<file path="src/rtl/nrm_pkg.sv">
package nrm_pkg;
  // Width of a count able to hold 0..w inclusive.
  function automatic int cnt_width(input int w);
    return $clog2(w) + 1;
  endfunction
endpackage

</file>
<file path="src/rtl/nrm_lzc.sv">
module nrm_lzc #(
  parameter int W     = 32,
  parameter int CNT_W = nrm_pkg::cnt_width(W)
) (
  input  logic [W-1:0]     din,
  output logic [CNT_W-1:0] zeros
);
  // Scan upward so the highest set bit makes the last assignment.
  always_comb begin
    zeros = CNT_W'(W);
    for (int i = 0; i < W; i++) begin
      if (din[i]) zeros = CNT_W'(W - 1 - i);
    end
  end

  always_comb begin
    if (din != '0) assert (zeros < CNT_W'(W)) else $error("a_r2_lzc_range");
  end
endmodule

</file>
<file path="src/rtl/nrm_shift.sv">
module nrm_shift #(
  parameter int W     = 32,
  parameter int CNT_W = nrm_pkg::cnt_width(W)
) (
  input  logic [W-1:0]     din,
  input  logic [CNT_W-1:0] amt,
  output logic [W-1:0]     dout
);
  logic [W-1:0] stg [0:CNT_W];

  assign stg[0] = din;
  for (genvar k = 0; k < CNT_W; k++) begin : g_stage
    localparam int STEP = 1 << k;
    if (STEP >= W) begin : g_clear
      assign stg[k+1] = amt[k] ? '0 : stg[k];
    end else begin : g_shl
      assign stg[k+1] = amt[k] ? {stg[k][W-1-STEP:0], {STEP{1'b0}}} : stg[k];
    end
  end
  assign dout = stg[CNT_W];

  // A left shift never creates set bits.
  always_comb begin
    assert ($countones(dout) <= $countones(din)) else $error("a_r4_no_new_ones");
  end
endmodule

</file>
<file path="src/rtl/dw_normalizer.sv">
module dw_normalizer #(
  parameter int HALF_W = 16
) (
  input  logic                 clk,
  input  logic                 rst_n,
  input  logic                 in_valid,
  output logic                 in_ready,
  input  logic [HALF_W-1:0]    in_hi,
  input  logic [HALF_W-1:0]    in_lo,
  output logic                 out_valid,
  output logic [nrm_pkg::cnt_width(2*HALF_W)-1:0] out_cnt,
  output logic [HALF_W-1:0]    out_hi,
  output logic [HALF_W-1:0]    out_lo
);
  localparam int WORD_W = 2 * HALF_W;
  localparam int CNT_W  = nrm_pkg::cnt_width(WORD_W);
  localparam logic [CNT_W-1:0] CNT_MAX = CNT_W'(WORD_W);

  logic [WORD_W-1:0] operand, shifted;
  logic [CNT_W-1:0]  zeros;

  assign in_ready = 1'b1;
  assign operand  = {in_hi, in_lo};

  nrm_lzc #(.W(WORD_W), .CNT_W(CNT_W)) u_lzc (
    .din   (operand),
    .zeros (zeros)
  );

  nrm_shift #(.W(WORD_W), .CNT_W(CNT_W)) u_shift (
    .din  (operand),
    .amt  (zeros),
    .dout (shifted)
  );

  always_ff @(posedge clk or negedge rst_n) begin
    if (!rst_n) begin
      out_valid <= 1'b0;
      out_cnt   <= '0;
      out_hi    <= '0;
      out_lo    <= '0;
    end else begin
      out_valid <= in_valid;
      if (in_valid) begin
        out_cnt <= zeros;
        out_hi  <= shifted[WORD_W-1:HALF_W];
        out_lo  <= shifted[HALF_W-1:0];
      end
    end
  end

  a_r6_pulse_follows: assert property (@(posedge clk) disable iff (!rst_n)
    in_valid |=> out_valid);
  a_r6_pulse_ends: assert property (@(posedge clk) disable iff (!rst_n)
    !in_valid |=> !out_valid);
  a_r8_hold: assert property (@(posedge clk) disable iff (!rst_n)
    !in_valid |=> ($stable(out_cnt) && $stable(out_hi) && $stable(out_lo)));
  a_r4_normalized: assert property (@(posedge clk) disable iff (!rst_n)
    (out_valid && out_cnt != CNT_MAX) |-> out_hi[HALF_W-1]);
  a_r3_zero_result: assert property (@(posedge clk) disable iff (!rst_n)
    (out_valid && out_cnt == CNT_MAX) |-> (out_hi == '0 && out_lo == '0));
  a_r2_cnt_range: assert property (@(posedge clk) disable iff (!rst_n)
    out_cnt <= CNT_MAX);
  a_r1_ready: assert property (@(posedge clk) disable iff (!rst_n) in_ready);
endmodule

</file>
<file path="config.mk">
export PLATFORM = sky130hd
export DESIGN_NAME = dw_normalizer
export DESIGN_NICKNAME = d
export VERILOG_FILES = /design/src/rtl/nrm_pkg.sv /design/src/rtl/nrm_lzc.sv /design/src/rtl/nrm_shift.sv /design/src/rtl/dw_normalizer.sv
export SDC_FILE = /design/constraint.sdc
export NUM_CORES = 1
export LEC_CHECK = 0
export ABC_CLOCK_PERIOD_IN_PS = 1000
export BUFFER_PORTS_ARGS = -buffer_cell sky130_fd_sc_hd__buf_4
export CAP_MARGIN = 20
export CORE_MARGIN = 2
export CORE_UTILIZATION = 48
export DETAILED_ROUTE_END_ITERATION = 7
export PLACE_DENSITY = 0.7
export SETUP_SLACK_MARGIN = 0.1
export SLEW_MARGIN = 5
export SYNTH_ARGS = -nofsm -noshare
export SYNTH_HDL_FRONTEND = slang
export SYNTH_HIERARCHICAL = 1
export SYNTH_SLANG_ARGS = --single-unit
</file>
<file path="constraint.sdc">
create_clock -name clk -period 1 [get_ports clk]
set_clock_uncertainty 0.2 [all_clocks]
set_input_delay 0.1 -clock clk [delete_from_list [all_inputs] [get_ports clk]]
set_output_delay 0.1 -clock clk [all_outputs]
set_load 0.05 [all_outputs]
</file>
; Word level (Yosys, flattened, before mapping)
; Cells that the tools add are included.
[word_totals]
ff_bits = 39
input_bits = 35
out_inout_bits = 40
word_cells = 42
[op_classes]
mux = 38
[ops]
columns = op, n
row1 = 32-bit 2-to-1 mux, 6
row2 = 6-bit 2-to-1 mux, 32

; Longest topological paths before layout
[logic_depth]
depth_word = 38
depth_mapped = 13
ltp_nobuf = 10

; By module
; The synthesis kept the hierarchy.
[by_module_without_submodules]
columns = module, n_inst, cells_each, area_per_inst_um2, seq_area_each_um2
row1 = nrm_shift, 1, 213, 1986.9, 0.0
row2 = dw_normalizer, 1, 83, 1529.0, 975.9
row3 = nrm_lzc, 1, 65, 367.9, 0.0

; Least setup slack after synthesis
; Ideal clock, no wire load.
[synth_path]
path_kind = input to register
start = in in_lo[3]
end = reg out_hi[8]
setup_time_ps = 125
t_arrival_ps = 2698
t_required_ps = 675
path_slack_ps = -2023
path_stages = 11
n_path_buf = 2
path_cell_list = nor3b_1 -> nor3_1 -> o31ai_1 -> o2111ai_1 -> a221oi_1 -> buf_6 -> buf_12 -> mux4_2 -> mux4_2 -> o21a_1 -> mux2_4
[synth_via]
elab_chain_len = 35
[synth_rtl]
columns = item, line
row1 = start: declaration, dw_normalizer.sv:9  ; input logic [HALF_W-1:0] in_lo,
row2 = 6-bit 2-to-1 mux (29 in series), nrm_lzc.sv:12  ; if (din[i]) zeros = CNT_W'(W - 1 - i);
row3 = via zeros[0], dw_normalizer.sv:20  ; logic [CNT_W-1:0] zeros;
row4 = 32-bit 2-to-1 mux (5 in series), nrm_shift.sv:17  ; assign stg[k+1] = amt[k] ? {stg[k][W-1-STEP:0], {STEP{1'b0}}} : stg[k];
row5 = 32-bit 2-to-1 mux, nrm_shift.sv:15  ; assign stg[k+1] = amt[k] ? '0 : stg[k];
row6 = via shifted[24], dw_normalizer.sv:19  ; logic [WORD_W-1:0] operand, shifted;
row7 = end signal: assignment, dw_normalizer.sv:46  ; out_hi <= shifted[WORD_W-1:HALF_W];
row8 = end: declaration, dw_normalizer.sv:12  ; output logic [HALF_W-1:0] out_hi,
; The timed path passes the listed nets, and every way through them passes these cells.
; A chain may end at the register's enable or synchronous reset.

; Worst setup path in the final report
[layout_path]
start = in in_lo[1]
end = reg out_hi[7]
[layout_via]
elab_chain_len = 37
[layout_rtl]
columns = item, line
row1 = 6-bit 2-to-1 mux (31 in series), nrm_lzc.sv:12
row2 = via zeros[0], dw_normalizer.sv:20
row3 = 32-bit 2-to-1 mux (5 in series), nrm_shift.sv:17
row4 = 32-bit 2-to-1 mux, nrm_shift.sv:15
row5 = via shifted[23], dw_normalizer.sv:19
; The timed path passes the listed nets, and every way through them passes these cells.

==> results by group <==
Status
  • Status: finished with violations
  • Failing checks: negative hold slack, negative setup slack

Placed design
  • Post-DP HPWL: 9960 µm
  • DP Worst Slack: -2.43 ns
  • I/O Buffers: 73
  • RD Place Congestion: 0.948
  • Placed Cells: 636

GRT
  • Global-route wire length before repair: 25400 µm
  • Largest net degree at the start of global routing: 26
  • Antenna violations before repair: 0
  • Tot GR Track Use: 37.7%
  • Vias in the first global route: 4595
  • Grt ovf: 0

Final layout
  • Storage element area: 1000 µm²
  • FILL cells: 209
  • Post-Layout Cell Count: 704
  • Multi-input logic area: 0.00343 mm²
  • Area growth, synth to finish: 87.4%
  • # diodes: 0
  • Final net count: 636
  • Layout cells sized above 1: 76.9%
  • Util after Layout: 93.7%

Floorplan
  • Die width: 94.0 µm
  • FP Rows: 32
  • Die ar.: 0.00883 mm²
  • # IOs: 75
  • Core Area: 0.00777 mm²
  • Die Span Y: 94.0 µm
  • Starting Density: 50.0%

Timing
  • Slew @ Worst Pin: 0.532 ns
  • Unrepaired setup endpoints after global routing: true
  • Slew HR: 64.5%
  • Final period utilization: 326%
  • # setup viols final: 77
  • Min Tclk post-route: 3.26 ns
  • Final Hold Vio Count: 1
  • Hold_ws: -0.0427 ns
  • Achievable Freq: 0.307 GHz
  • Pins Over Slew Limit: 0
  • Final WS setup: -2.26 ns

Critical path
  • WP data required: 0.99 ns
  • Worst setup SP type: input pin
  • Critical path class: in -> reg
  • CP delay by family, top: multiplexers
  • CP peak stage delay: 0.54 ns
  • Crit-path slowest cell: mux4_2
  • CP arrival: 3.25 ns
  • Critical path, cell by cell: buf_8 -> nor3b_4 -> nor3_2 -> o31ai_2 -> o2111ai_2 -> a221oi_4 -> buf_6 -> buf_8 -> buf_16 -> mux4_2 -> mux2_4 -> buf_6 -> nand3_2 -> o211ai_1 -> mux2_4
  • Worst-path fanout max: 5
  • Worst path buffer plus inverter count: 5
  • Crit. End Element: flip-flop

Drt
  • DRT antenna net count: 0
  • Via Count: 5198
  • Number of DRC markers in iteration 0: 1065
  • Routed length per instance: 31.7 µm
  • DR DRC count: 0
  • Drt total wl: 22300 µm
  • DRT Pass-1 Iters: 6
  • Vias/cell: 7.38

Logic synthesis
  • Number of enable flip-flop cells after synthesis: 0
  • Syn_area_per_cell: 10.8 µm²
  • Seq/Total Area, Yosys: 25.1%
  • Yosys cell types: 55
  • Ys flop type: dfrtp_1
  • Syn Nets: 396
  • Syn Inst Count: 361
  • #FFs+latches synth: 39
  • Mapped Area: 0.00388 mm²
  • Ys async rst share: 100%
  • Warnings from Yosys: 6

Clock network
  • # hold bufs at CTS: 1
  • Root Buffer Master: clkbuf_8
  • TritonCTS Buffers: 5
  • Bufs on Longest Clock Path: 2
  • CTS tree: done
  • Skew-Pair Late Insertion Delay: 0.30 ns
  • Clock Pin Slew Worst Setup and Hold Paths: 0.10 ns
  • H-tree Lvls: 2
  • CTS Sinks: 39

Power
  • PwrDens: 1160 mW/mm²
  • Leakage: 3.24 nW
  • Maximum vdd drop: 0.000953 V

Hold path
  • Min-delay worst type: in -> reg

Run
  • Max-Cap Viols: 0
[cell usage after synthesis, types with 2 or more instances]
library cell	n	share of area, %
a2111oi_0	3	0.68
a211oi_1	6	1.2
a21o_1	3	0.58
a21oi_1	11	1.4
a22o_1	3	0.68
a2bb2oi_1	3	0.68
a31oi_1	3	0.48
and2_1	4	0.64
and3_1	2	0.32
buf_1	2	0.19
buf_2	9	1.2
buf_4	2	0.39
buf_6	6	1.7
clkbuf_1	6	0.58
dfrtp_1	39	25
inv_1	11	1.1
mux2_2	29	8.4
mux2_4	20	7.7
mux2i_1	31	8.0
mux4_1	5	3.4
mux4_2	27	16
nand2_1	28	2.7
nand2b_1	3	0.48
nand3_1	4	0.52
nor2_1	29	2.8
nor2b_1	6	0.97
nor3_1	9	1.2
nor3b_1	2	0.39
nor4_1	10	1.6
o21a_1	4	0.77
o21ai_0	4	0.52
o21ai_1	2	0.26
o221ai_1	4	0.90
o22ai_1	3	0.48
o2bb2ai_1	2	0.45
o31ai_1	4	0.77
or4_1	4	0.77
[power by group]
| group | switching, mW | total [mW] | internal (mW) | leakage, nW |
|---|---|---|---|---|
| sequential | 0.229 | 2.07 | 1.84 | 0.449 |
| clock | 0.703 | 1.45 | 0.746 | 0.0581 |
| combinational | 2.61 | 4.96 | 2.36 | 2.73 |
| total | 3.54 | 8.48 | 4.94 | 3.24 |
[final cells by class]
class	instances	share of cell area [%]
clock inverter	3	0.602
inverter	11	0.670
sequential	39	13.7
timing repair buffer	259	35.2
clock buffer	5	0.945
tap	102	1.75
multi-input combinational	285	47.1
[stage by stage]
step,hold slack (ns),power [mW],setup TNS (ns),instance area [µm²]
2_1_floorplan,-0.396,4.19,-56.93,4060
3_5_place_dp,-0.225,5.51,-78.12,5600
5_1_grt,-0.0458,8.63,-81.70,7280
4_1_cts,-0.0431,7.63,-71.33,6670
3_3_place_gp,-0.231,5.45,-75.43,5600
6_report,-0.0427,8.48,-80.64,7280
[state kept, by name (all words and copies together) (netlist names)]
| name | count |
|---|---|
| out_hi | 16 |
| out_lo | 16 |
| out_cnt | 6 |
| out_valid | 1 |
[cells by family after synthesis]
kind of cell           count (synthesis)  synth area share [%]
multiplexers                         113                  43.5
buffers and inverters                 37                  5.64
other                                  1                0.0966
AND/OR/NAND/NOR                      103                  12.8
flip-flops                            39                  25.1
AO/OA/AOI/OAI                         68                  12.8
[cell usage in the layout (no fill, tap or decap), types with 4 or more instances in the layout]
cell	instances
nor2_1	16
a21oi_2	5
nor2_4	6
nand2_2	5
nor2b_1	6
nor2_2	7
buf_12	13
mux4_2	32
or4_4	4
mux2i_4	6
nand2_1	22
mux2_2	6
nor4_4	7
a211oi_2	5
buf_8	8
dfrtp_1	20
mux2i_1	22
mux2_4	43
a21oi_1	4
buf_6	89
and2_4	4
mux2i_2	4
inv_1	10
dfrtp_2	19
buf_4	145
clkbuf_8	5
[worst paths after layout]
check,startpoint,end,slack (ns),cells after the start
max reg2reg,out_hi[7],out_hi[7],-0.18,2
min in group asynchronous,rst_n,out_hi[8],0,2
min reg2reg,out_cnt[2],out_cnt[2],0.35,1
max in group asynchronous,rst_n,out_hi[9],0.19,3
min,in_valid,out_valid,-0.04,2
max,in_lo[1],out_hi[7],-2.26,15
[per-layer routing]
layer	up-vias	GRT usage [%]	part of all wire [%]
met5	-	0	0
met4	0	12.1	9.4
met3	232	6.02	13
met2	626	65.5	44
met1	2443	48.0	34
li1	1897	-	-
[timing repair]
item	CTS	global route
pin swaps	16	32
cloned	3	1
setup buffers	33	28
setup endpoints to repair	77	77
hold endpoints to repair	40	1
resized for setup	144	94
Power figures use the tool's default switching activity.
